==> src/rtl/apm_pkg.sv <==
package apm_pkg;
  localparam int ADDR_W  = 32;
  localparam int MID_W   = 1;
  localparam int NUM_RNG = 10;

  typedef enum logic [1:0] {
    ST_FREE  = 2'b00,
    ST_OWN_A = 2'b01,
    ST_OWN_B = 2'b10
  } pol_state_e;

  // window indices in the hit vector
  localparam int RG_DEBUG   = 0;
  localparam int RG_ENG     = 1;
  localparam int RG_ENG_HI  = 2;
  localparam int RG_MEM_A   = 3;
  localparam int RG_MEM_B   = 4;
  localparam int RG_UART    = 5;
  localparam int RG_NET     = 6;
  localparam int RG_CW_CTRL = 7;
  localparam int RG_CW_CLM  = 8;
  localparam int RG_CW_REL  = 9;

  function automatic logic [ADDR_W-1:0] rng_lo(input int idx);
    case (idx)
      RG_DEBUG:   return 32'h4140_0000;
      RG_ENG:     return 32'h2800_0000;
      RG_ENG_HI:  return 32'h2800_0800;
      RG_MEM_A:   return 32'h2400_0000;
      RG_MEM_B:   return 32'h2480_0000;
      RG_UART:    return 32'h4060_0000;
      RG_NET:     return 32'h40C0_0000;
      RG_CW_CTRL: return 32'h2800_0000;
      RG_CW_CLM:  return 32'h2800_0004;
      default:    return 32'h2800_0008;
    endcase
  endfunction

  function automatic logic [ADDR_W-1:0] rng_hi(input int idx);
    case (idx)
      RG_DEBUG:   return 32'h4140_FFFF;
      RG_ENG:     return 32'h2800_0777;
      RG_ENG_HI:  return 32'h2800_0FFF;
      RG_MEM_A:   return 32'h2477_7777;
      RG_MEM_B:   return 32'h24FF_FFFF;
      RG_UART:    return 32'h4060_FFFF;
      RG_NET:     return 32'h40C0_FFFF;
      RG_CW_CTRL: return 32'h2800_0003;
      RG_CW_CLM:  return 32'h2800_0007;
      default:    return 32'h2800_000F;
    endcase
  endfunction

  // rights every state grants, per master
  function automatic logic [NUM_RNG-1:0] base_mask(input logic [MID_W-1:0] mid);
    logic [NUM_RNG-1:0] m;
    m = '0;
    m[RG_DEBUG] = 1'b1;
    if (mid == '0) begin
      m[RG_UART]  = 1'b1;
      m[RG_MEM_A] = 1'b1;
    end else begin
      m[RG_NET]   = 1'b1;
      m[RG_MEM_B] = 1'b1;
    end
    return m;
  endfunction

  // extra rights held only by the current engine owner
  function automatic logic [NUM_RNG-1:0] owner_mask();
    logic [NUM_RNG-1:0] m;
    m = '0;
    m[RG_ENG]     = 1'b1;
    m[RG_CW_CTRL] = 1'b1;
    return m;
  endfunction
endpackage

==> src/rtl/apm_range_decode.sv <==
module apm_range_decode
  import apm_pkg::*;
#(
  parameter int AW = ADDR_W,
  parameter int NR = NUM_RNG
) (
  input  logic [AW-1:0] addr,
  output logic [NR-1:0] hits
);
  // every window compared in parallel; overlapping windows give multi-hot hits
  for (genvar i = 0; i < NR; i++) begin : g_win
    localparam logic [AW-1:0] LO = rng_lo(i);
    localparam logic [AW-1:0] HI = rng_hi(i);
    assign hits[i] = (addr >= LO) && (addr <= HI);
  end
endmodule

==> src/rtl/apm_rights.sv <==
module apm_rights
  import apm_pkg::*;
#(
  parameter int NR = NUM_RNG
) (
  input  pol_state_e       state,
  input  logic [MID_W-1:0] mid,
  input  logic             rd,
  input  logic             wr,
  input  logic [NR-1:0]    hits,
  output logic             allowed,
  output logic             claim,
  output logic             release_own
);
  logic is_owner;
  logic wr_only;

  always_comb begin
    is_owner = ((state == ST_OWN_A) && (mid == '0)) ||
               ((state == ST_OWN_B) && (mid != '0));
    wr_only  = wr && !rd;
    allowed  = (|(hits & base_mask(mid))) ||
               (is_owner && (|(hits & owner_mask())));
    claim       = (state == ST_FREE) && wr_only && hits[RG_CW_CLM];
    release_own = is_owner && wr_only && hits[RG_CW_REL];
  end
endmodule

==> src/rtl/apm_policy_fsm.sv <==
module apm_policy_fsm
  import apm_pkg::*;
(
  input  logic             clk,
  input  logic             rst_n,
  input  logic             fire,
  input  logic             claim,
  input  logic             release_own,
  input  logic [MID_W-1:0] mid,
  output pol_state_e       state
);
  pol_state_e state_nx;

  always_comb begin
    state_nx = state;
    if (fire && claim)
      state_nx = (mid == '0) ? ST_OWN_A : ST_OWN_B;
    else if (fire && release_own)
      state_nx = ST_FREE;
  end

  always_ff @(posedge clk or negedge rst_n) begin
    if (!rst_n) state <= ST_FREE;
    else        state <= state_nx;
  end
endmodule

==> src/rtl/access_policy_monitor.sv <==
module access_policy_monitor
  import apm_pkg::*;
#(
  parameter int AW = ADDR_W,
  parameter int NR = NUM_RNG
) (
  input  logic          clk,
  input  logic          rst_n,
  input  logic          req_valid,
  input  logic          req_master,
  input  logic          req_rd,
  input  logic          req_wr,
  input  logic [AW-1:0] req_addr,
  output logic          grant,
  output logic          deny,
  output logic [1:0]    policy_state
);
  logic [NR-1:0] hits;
  logic          allowed, claim, release_own, any_strobe;
  pol_state_e    state;

  apm_range_decode #(.AW(AW), .NR(NR)) u_dec (
    .addr (req_addr),
    .hits (hits)
  );

  apm_rights #(.NR(NR)) u_rights (
    .state       (state),
    .mid         (req_master),
    .rd          (req_rd),
    .wr          (req_wr),
    .hits        (hits),
    .allowed     (allowed),
    .claim       (claim),
    .release_own (release_own)
  );

  apm_policy_fsm u_fsm (
    .clk         (clk),
    .rst_n       (rst_n),
    .fire        (req_valid),
    .claim       (claim),
    .release_own (release_own),
    .mid         (req_master),
    .state       (state)
  );

  assign any_strobe   = req_rd || req_wr;
  assign grant        = req_valid && any_strobe && (allowed || claim);
  assign deny         = req_valid && !grant;
  assign policy_state = state;
endmodule

==> config.mk <==
export PLATFORM = sky130hd
export DESIGN_NAME = access_policy_monitor
export DESIGN_NICKNAME = d
export VERILOG_FILES = /design/src/rtl/apm_pkg.sv /design/src/rtl/apm_range_decode.sv /design/src/rtl/apm_rights.sv /design/src/rtl/apm_policy_fsm.sv /design/src/rtl/access_policy_monitor.sv
export SDC_FILE = /design/constraint.sdc
export NUM_CORES = 1
export LEC_CHECK = 0
export BUFFER_PORTS_ARGS = -buffer_cell sky130_fd_sc_hd__buf_2
export CAP_MARGIN = 10
export CORE_UTILIZATION = 42
export CTS_BUF_LIST = sky130_fd_sc_hd__clkbuf_4 sky130_fd_sc_hd__clkbuf_8
export DETAILED_ROUTE_END_ITERATION = 10
export PLACE_DENSITY = 0.9
export SETUP_SLACK_MARGIN = 0.3
export SLEW_MARGIN = 25
export SYNTH_ARGS = -nofsm -noshare
export SYNTH_HDL_FRONTEND = slang
export SYNTH_HIERARCHICAL = 1
export SYNTH_SLANG_ARGS = --single-unit
==> constraint.sdc <==
create_clock -name clk -period 2.8 [get_ports clk]
set_clock_uncertainty 0.1 [all_clocks]
set_input_delay 0.28 -clock clk [delete_from_list [all_inputs] [get_ports clk]]
set_output_delay 0.28 -clock clk [all_outputs]
set_load 0.05 [all_outputs]
# After elaboration in Yosys (flattened, before gate mapping)
# Cells that the tools add are included.
[word_totals]
inputBits = 38
mem_bits_rw = 0
latch_bits = 0
mem_count = 0
word_cells = 62
romBits = 0
out_inout_bits = 4
reg_bits = 2
[classes]
bitwise_logic = 2
n_mux = 5
eq_ne = 2
addsub = 0
n_reduce_logical = 33
n_div = 0
multipliers = 0
shift = 0
order_cmp = 19
[op_table]
columns = ["cell", "n"]
rows = [
  ["32-bit by 30-bit <= comparator with 1-bit output (second input constant)", 7],
  ["32-bit by 30-bit >= comparator with 1-bit output (second input constant)", 6],
  ["32-bit by 31-bit >= comparator with 1-bit output (second input constant)", 3],
  ["32-bit by 31-bit <= comparator with 1-bit output (second input constant)", 3],
  ["1-bit logical AND", 23],
  ["10-bit by 7-bit AND with 10-bit output", 1],
  ["10-bit OR reduction", 1],
  ["2-bit 2-to-1 mux", 3],
  ["1-bit logical OR", 4],
  ["2-bit by 1-bit == test with 1-bit output (second input constant)", 1],
  ["2-bit == test (second input constant)", 1],
  ["1-bit logical NOT", 2],
  ["2-bit logical NOT", 1],
  ["1-bit 2-to-1 mux", 2],
  ["2-bit nonzero test", 1],
  ["2-bit OR reduction", 1],
  ["1-bit inverter", 1],
]

# Longest topological paths before layout
# Gate-level depths: netlist of run 1.
[depth]
depth_word = 9
mapped_depth = 10

# Modules after synthesis
# Netlist of run 1, hierarchy kept.
[modules_own_cells]
columns = ["mod", "area_per_inst_um2", "seq_area_each_um2", "n_inst", "cells_per_inst"]
rows = [
  ["apm_range_decode", 420.4, 0.0, 1, 63],
  ["apm_policy_fsm", 77.6, 50.0, 1, 6],
  ["apm_rights", 68.8, 0.0, 1, 11],
  ["access_policy_monitor", 20.0, 0.0, 1, 4],
]

# Worst setup path before layout of run 1
# Ideal clock, no wire load.
[synth_path]
kind = "input-to-output"
from = "in req_addr[20]"
to = "out grant"
t_arrival_ns = 2.305
path_buffers = 0
path_stages = 9
path_slack_ns = 0.115
cell_sequence = "nor4_2 > and4b_1 > nand2_2 > or3_1 > a21oi_2 > or2_0 > a211o_1 > o22ai_1 > nor2_1"
[synth_between]
elab_chain_len = 7
[synth_lines]
columns = ["element", "line", "text"]
rows = [
  ["start: declaration", "access_policy_monitor.sv:13", "input logic [AW-1:0] req_addr,"],
  ["32-bit by 30-bit >= comparator with 1-bit output / 32-bit by 30-bit <= comparator with 1-bit output (equally long branches)", "apm_range_decode.sv:14", "assign hits[i] = (addr >= LO) && (addr <= HI);"],
  ["1-bit logical AND *", "apm_range_decode.sv:14", ""],
  ["named net hits[1]", "access_policy_monitor.sv:18", "logic [NR-1:0] hits;"],
  ["10-bit by 7-bit AND with 10-bit output / 2-bit OR reduction (equally long branches)", "apm_rights.sv:22, apm_rights.sv:23", ""],
  ["10-bit OR reduction / 1-bit logical AND (equally long branches)", "apm_rights.sv:22, apm_rights.sv:23", ""],
  ["1-bit logical OR *", "apm_rights.sv:22", "allowed = (|(hits & base_mask(mid))) ||"],
  ["named net allowed", "access_policy_monitor.sv:19", "logic allowed, claim, release_own, any_strobe;"],
  ["1-bit logical OR *", "access_policy_monitor.sv:49", "assign grant = req_valid && any_strobe && (allowed || claim);"],
  ["1-bit logical AND *", "access_policy_monitor.sv:49", ""],
  ["end: declaration", "access_policy_monitor.sv:14", "output logic grant,"],
]
# The timed path passes the listed nets; every way through them passes the cells marked *.

# Final worst setup path of run 1
[layout_path]
from = "in req_addr[30]"
to = "out deny"
[layout_between]
elab_chain_len = 9
[layout_lines]
columns = ["element", "line", "text"]
rows = [
  ["32-bit by 30-bit >= comparator with 1-bit output / 32-bit by 30-bit <= comparator with 1-bit output (equally long branches)", "apm_range_decode.sv:14", ""],
  ["1-bit logical AND *", "apm_range_decode.sv:14", ""],
  ["named net hits[3]", "access_policy_monitor.sv:18", ""],
  ["10-bit by 7-bit AND with 10-bit output *", "apm_rights.sv:22", ""],
  ["10-bit OR reduction *", "apm_rights.sv:22", ""],
  ["1-bit logical OR *", "apm_rights.sv:22", ""],
  ["named net allowed", "access_policy_monitor.sv:19", ""],
  ["1-bit logical OR *", "access_policy_monitor.sv:49", ""],
  ["1-bit logical AND *", "access_policy_monitor.sv:49", ""],
  ["1-bit logical NOT *", "access_policy_monitor.sv:50", "assign deny = req_valid && !grant;"],
  ["1-bit logical AND *", "access_policy_monitor.sv:50", ""],
  ["end: declaration", "access_policy_monitor.sv:15", "output logic deny,"],
]
# Marks and branches as above.

==> results.py, run 1 <==
metrics = {
    "run_status": {
        "outcome": "complete, no violations",
    },
    "grt": {
        "grt_pass1_wl_mm": 3.26,
        "overflow": 0,
        "grt_pass1_vias": 819,
        "antenna_found_initial": 0,
        "grt_max_degree": 7,
        "grtUsageTotal_pct": 30.7,
    },
    "place": {
        "globalplace.congestion": 0.895,
        "port_buffers": 41,
        "place.detailed.hpwl_mm": 1.41,
    },
    "detailed_routing": {
        "wl_per_cell_um": 16.9,
        "vias_per_cell": 6.48,
        "drc_errors": 0,
        "routed_wl_mm": 2.47,
        "vias": 946,
        "drtPass1Iterations": 4,
        "dr.first_iter.drc_count": 41,
        "ant_nets": 0,
    },
    "cts": {
        "numCtsBuffers": 3,
        "clock_path_buffers": 2,
        "cts-root-buf": "clkbuf_4",
        "cts_tree": "yes",
        "cts_max_level": 1,
        "clk_latency_ns": 0.22,
        "path_clk_slew_ns": 0.03,
        "clock-sinks": 2,
    },
    "layout": {
        "final_util_pct": 80.3,
        "drive_gt1_share_pct": 51.9,
        "nFillCells": 76,
        "seqCellArea_um2": 50.0,
        "multi_input_area_um2": 631,
        "reg_top3": "u_fsm/state (2)",
        "synthToLayoutAreaGrowth_pct": 78.6,
        "largest_reg_flops": 2,
        "diodes": 0,
        "top_register": "u_fsm/state",
        "layout.nets": 171,
    },
    "worst_setup_path": {
        "crit_chain": "buf_2 -> nor4b_4 -> and4b_1 -> o2111a_1 -> a211o_1 -> a21oi_1 -> nor3_1 -> a21oi_1 -> a211o_1 -> o22ai_2 -> and2_4 -> buf_8",
        "crit_type": "in -> out",
        "crit_arrival_ns": 2.32,
        "cpMaxStageDelayCell": "and4b_1",
        "end_kind": "primary output",
        "required_ns": 2.42,
        "cp_max_fo": 4,
        "critical-path-max-stage-delay_ns": 0.32,
        "startpoint_type": "primary input",
    },
    "sta": {
        "finalHoldViolations": 0,
        "max_freq_mhz": 370,
        "setup_violations": 0,
        "worstMarginPinSlew_ns": 0.508,
        "fin_crit_sh_pct": 96.4,
        "finalMaxSlewViolations": 0,
        "relSlewSlack_pct": 65.9,
        "min_period_ns": 2.70,
        "fin_setup_tns_ns": 0,
        "rsz0062_at_grt": "yes",
    },
    "synth": {
        "ys_warn_count": 6,
        "synth_fp_nets": 120,
        "syn_avg_cell_area_um2": 7.05,
        "syn_inst": 82,
        "synth.cell_area_um2": 578,
    },
    "pwr": {
        "ir_drop_mv": 0.170,
        "p_leak_nw": 0.477,
        "seqPwrFrac_pct": 14.7,
        "power.internal_mw": 0.127,
        "powerDensity_nw_per_um2": 192,
        "p_clk_share_pct": 32.1,
        "p_sw_share_pct": 35.8,
        "p_sw_mw": 0.0708,
        "comb_power_share_pct": 53.2,
    },
    "floorplanning": {
        "die_x_um": 39.1,
        "num_rows": 13,
        "io_pins": 42,
        "die-area_um2": 1530,
        "initial_core_util_pct": 45.0,
        "core_area_um2": 1280,
        "die_y_um": 39.1,
    },
    "job": {
        "max-cap-violations": 0,
    },
    "worst_hold_path": {
        "hold_path_class": "in -> reg",
    },
}
[what timing repair did]
item                                   in CTS  in global routing
setup endpoints to repair                   2                  2
hold buffers                                1                  0
pin swaps                                  13                 14
setup buffers                               1                  2
resized for setup                          22                 14
cloned                                      0                  0
endpoints found under the hold margin       2                  0
[placed cells by master, fill, tap and decap left out, types with 3 or more instances in the layout]
| cell type | instances |
|---|---|
| nor3_1 | 4 |
| a21oi_1 | 6 |
| inv_1 | 3 |
| clkbuf_4 | 4 |
| buf_6 | 5 |
| buf_2 | 33 |
| nor4_4 | 3 |
| buf_4 | 4 |
| and4b_1 | 4 |
| nor2_1 | 4 |
| nor4_1 | 5 |
| nand2_1 | 5 |
| nand3_1 | 4 |
| nand2b_1 | 3 |
[metrics by stage]
| stage | area, µm² | power [mW] | std cells | hold WS, ns | setup WS [ns] |
|---|---|---|---|---|---|
| 6_report | 1030 | 0.198 | 146 | 0.211 | 0.100 |
| 5_1_grt | 1030 | 0.208 | 146 | 0.234 | 0.00124 |
| 4_1_cts | 965 | 0.187 | 144 | 0.208 | 0.176 |
| 3_5_place_dp | 813 | 0.103 | 139 | -0.0335 | 0.0198 |
| 3_3_place_gp | 813 | 0.101 | 139 | -0.0364 | 0.0615 |
| 2_1_floorplan | 582 | 0.0595 | 82 | -0.116 | 0.326 |
[critical path, delay by kind of cell]
family | cells | cell delay (ns)
AOI/OAI and AO/OA | 6 | 0.87
buffers and inverters | 2 | 0.26
and+or+nand+nor | 4 | 0.90
[final timing paths]
check / start / slack [ns] / to / cells after the start
worst max-delay path: req_addr[30] / 0.1 / deny / 12
worst min-delay path: req_master / 0.21 / u_fsm/state[0]$_DFFE_PN0P_ / 2
worst max register to register: u_fsm/state[1]$_DFFE_PN0P_ / 1.30 / u_fsm/state[1]$_DFFE_PN0P_ / 5
worst min register to register: u_fsm/state[0]$_DFFE_PN0P_ / 0.47 / u_fsm/state[0]$_DFFE_PN0P_ / 1
max in group asynchronous: rst_n / 2.22 / u_fsm/state[1]$_DFFE_PN0P_ / 2
min in group asynchronous: rst_n / 0.28 / u_fsm/state[0]$_DFFE_PN0P_ / 2
[power groups by stage]
stage / registers (mW) / clock network [mW] / logic [mW]
4_1_cts: 0.0291 / 0.0643 / 0.0940
3_5_place_dp: 0.0294 / 0 / 0.0739
5_1_grt: 0.0291 / 0.0675 / 0.111
3_3_place_gp: 0.0294 / 0 / 0.0714
2_1_floorplan: 0.0294 / 0 / 0.0301
6_report: 0.0291 / 0.0634 / 0.105
[routing by layer]
| layer | up-vias | share of wire (%) | global-route usage, % | wire length, µm |
|---|---|---|---|---|
| met4 | 0 | 2.6 | 7.76 | 65 |
| met5 | - | 0 | 0 | 0 |
| met2 | 56 | 51 | 58.8 | 1250 |
| met1 | 445 | 39 | 36.4 | 960 |
| met3 | 10 | 7.8 | 1.16 | 192 |
| li1 | 435 | - | - | - |
[cell type report]
class / instances / share of cell area (%)
flip-flops and latches: 2 / 4.85
clock buffers: 3 / 2.18
inverters: 3 / 1.09
multi-input cells: 77 / 61.1
well taps: 15 / 1.82
repair buffers: 46 / 29.0
(Power assumes the default switching activity.)
==> run 2, diff against run 1 <==
- CORE_UTILIZATION: 42 -> 45
- PLACE_DENSITY: 0.9 -> 0.95
- clock period: 2.8 -> 3.13 ns (I/O delays scaled with it)
==> results.py, run 2 (synthesis results as in run 1) <==
metrics = {
    "floorplanning": {
        "die_y_um": 37.8,
        "die-area_um2": 1430,
        "num_rows": 12,
        "initial_core_util_pct": 50.0,
        "die_x_um": 37.8,
        "io_pins": 42,
        "core_area_um2": 1160,
    },
    "worst_setup_path": {
        "worstSetupEndpoint": "grant",
        "reg2reg_depth": 5,
        "critical-path-max-stage-delay_ns": 0.31,
        "cp-startpoint": "req_addr[19]",
        "required_ns": 2.72,
        "crit_cells": 12,
        "cpMaxStageDelayCell": "nor4_1",
        "startpoint_type": "primary input",
        "path_buf_inv": 2,
        "crit_type": "in -> out",
        "r2r-end": "u_fsm/state[1]$_DFFE_PN0P_",
        "crit_arrival_ns": 2.31,
        "cp_max_fo": 3,
        "end_kind": "primary output",
        "r2r_slack_ns": 1.55,
        "crit_family": "simple AND/OR/NAND/NOR gates",
        "r2r-start": "u_fsm/state[1]$_DFFE_PN0P_",
        "crit_chain": "buf_2 -> nor4_2 -> nand2_1 -> nor4_1 -> nor2b_1 -> and4_1 -> nor3_1 -> a21oi_1 -> a211o_1 -> o22ai_2 -> nor2_1 -> clkbuf_4",
    },
    "place": {
        "place.detailed.hpwl_mm": 1.54,
        "placed_cells": 137,
        "preCtsSetupSlack_ns": 0.243,
        "port_buffers": 41,
        "globalplace.congestion": 0.888,
    },
    "cts": {
        "path_clk_slew_ns": 0.03,
        "cts-root-buf": "clkbuf_4",
        "cts_tree": "yes",
        "clock_path_buffers": 2,
        "clock-sinks": 2,
        "clk_latency_ns": 0.22,
        "numCtsBuffers": 3,
        "cts_max_level": 1,
    },
    "grt": {
        "grt_pass1_wl_mm": 3.23,
        "overflow": 0,
        "grt_max_degree": 7,
        "grtUsageTotal_pct": 31.4,
        "grt_pass1_vias": 801,
        "antenna_found_initial": 0,
    },
    "detailed_routing": {
        "drc_errors": 0,
        "dr.first_iter.drc_count": 38,
        "vias_per_cell": 6.20,
        "ant_nets": 0,
        "drtPass1Iterations": 4,
        "wl_met3_um": 97,
        "vias": 881,
        "wl_per_cell_um": 14.3,
        "dr.max_layer_used": "met4",
        "routed_wl_mm": 2.03,
        "wl_met2_mm": 1.03,
        "m1WireLength_um": 811,
    },
    "sta": {
        "setup_ws_ns": 0.408,
        "fin_crit_sh_pct": 87.0,
        "min_period_ns": 2.72,
        "worstMarginPinSlew_ns": 0.383,
        "fin_setup_tns_ns": 0,
        "setup_violations": 0,
        "relSlewSlack_pct": 74.2,
        "finalHoldViolations": 0,
        "finalMaxSlewViolations": 0,
        "max_freq_mhz": 367,
        "rsz0062_at_grt": "no",
    },
    "layout": {
        "largest_reg_flops": 2,
        "top_register": "u_fsm/state",
        "layout.nets": 168,
        "reg_top3": "u_fsm/state (2)",
        "diodes": 0,
        "final_cell_mix": "buf_2 (39), nor4_1 (7), a21oi_1 (6), nor2_1 (5), nand2_1 (5)",
        "final_common_cell": "buf_2",
        "synthToLayoutAreaGrowth_pct": 52.6,
        "drive_gt1_share_pct": 43.8,
        "nFillCells": 87,
        "finalNonFillerCells": 142,
    },
    "pwr": {
        "p_leak_nw": 0.412,
        "powerDensity_nw_per_um2": 177,
        "ir_drop_mv": 0.224,
        "total_power_mw": 0.156,
    },
    "job": {
        "max-cap-violations": 0,
    },
    "run_status": {
        "outcome": "complete, no violations",
    },
    "worst_hold_path": {
        "hold_path_class": "in -> reg",
    },
}
-- run 2: changes by cell type in the layout (fill, tap and decap cells not counted), sizes merged --
cell,previous run,this run
buf,44,41
-- run 2: power breakdown --
part	internal, mW	switching (mW)
Clock	0.0423	0.0143
Combinational	0.0343	0.0392
Sequential	0.0261	0.000000000334
-- run 2: per-stage QoR --
| stage | utilization, % | hold slack (ns) | area (µm²) |
|---|---|---|---|
| after floorplan | - | -0.0826 | 578 |
| after global placement | 69.3 | -0.00349 | 801 |
| after detailed placement | 69.3 | -0.00132 | 801 |
| after CTS | 72.6 | 0.255 | 840 |
| after global routing | 76.3 | 0.258 | 882 |
| final | 76.3 | 0.265 | 882 |
-- run 2: timing repair --
item,CTS,global route
setup buffers,0,1
endpoints found under the setup margin,1,2
gates resized for setup,1,9
hold endpoints to repair,2,0
pin swaps,0,1
hold buffers,1,0
-- run 2: worst min path at each step --
stage | to | slack, ns | from | cells after the start
2_1_floorplan | u_fsm/state[0]$_DFFE_PN0P_ | -0.08 | rst_n | 0
3_3_place_gp | u_fsm/state[0]$_DFFE_PN0P_ | -0.003 | rst_n | 1
3_5_place_dp | u_fsm/state[0]$_DFFE_PN0P_ | -0.001 | rst_n | 1
4_1_cts | u_fsm/state[0]$_DFFE_PN0P_ | 0.26 | req_master | 2
5_1_grt | u_fsm/state[0]$_DFFE_PN0P_ | 0.26 | req_master | 2
6_report | u_fsm/state[0]$_DFFE_PN0P_ | 0.26 | req_master | 2
-- run 2: layer usage --
| metal | vias to the layer above | GRT usage, % |
|---|---|---|
| met3 | 12 | 5.95 |
| met5 | - | 0 |
| met4 | 0 | 13.4 |
| met1 | 405 | 34.4 |
| met2 | 41 | 57.8 |
| li1 | 423 | - |
-- run 2: final cells by class --
type | instances | area [µm²] | share of cell area [%]
clock buffers | 3 | 22.5 | 2.55
inverters | 3 | 11.3 | 1.28
multi-input cells | 77 | 549 | 62.3
flip-flops and latches | 2 | 50.0 | 5.67
well taps | 14 | 17.5 | 1.99
repair buffers | 43 | 231 | 26.2
-- run 2: worst register-to-register path: stages, from the launching register on --
cell and delay, ns:
dfrtp_1 0.42, nand2b_1 0.20, o22ai_1 0.19, and4b_1 0.23
o21ai_1 0.08, a32o_1 0.23
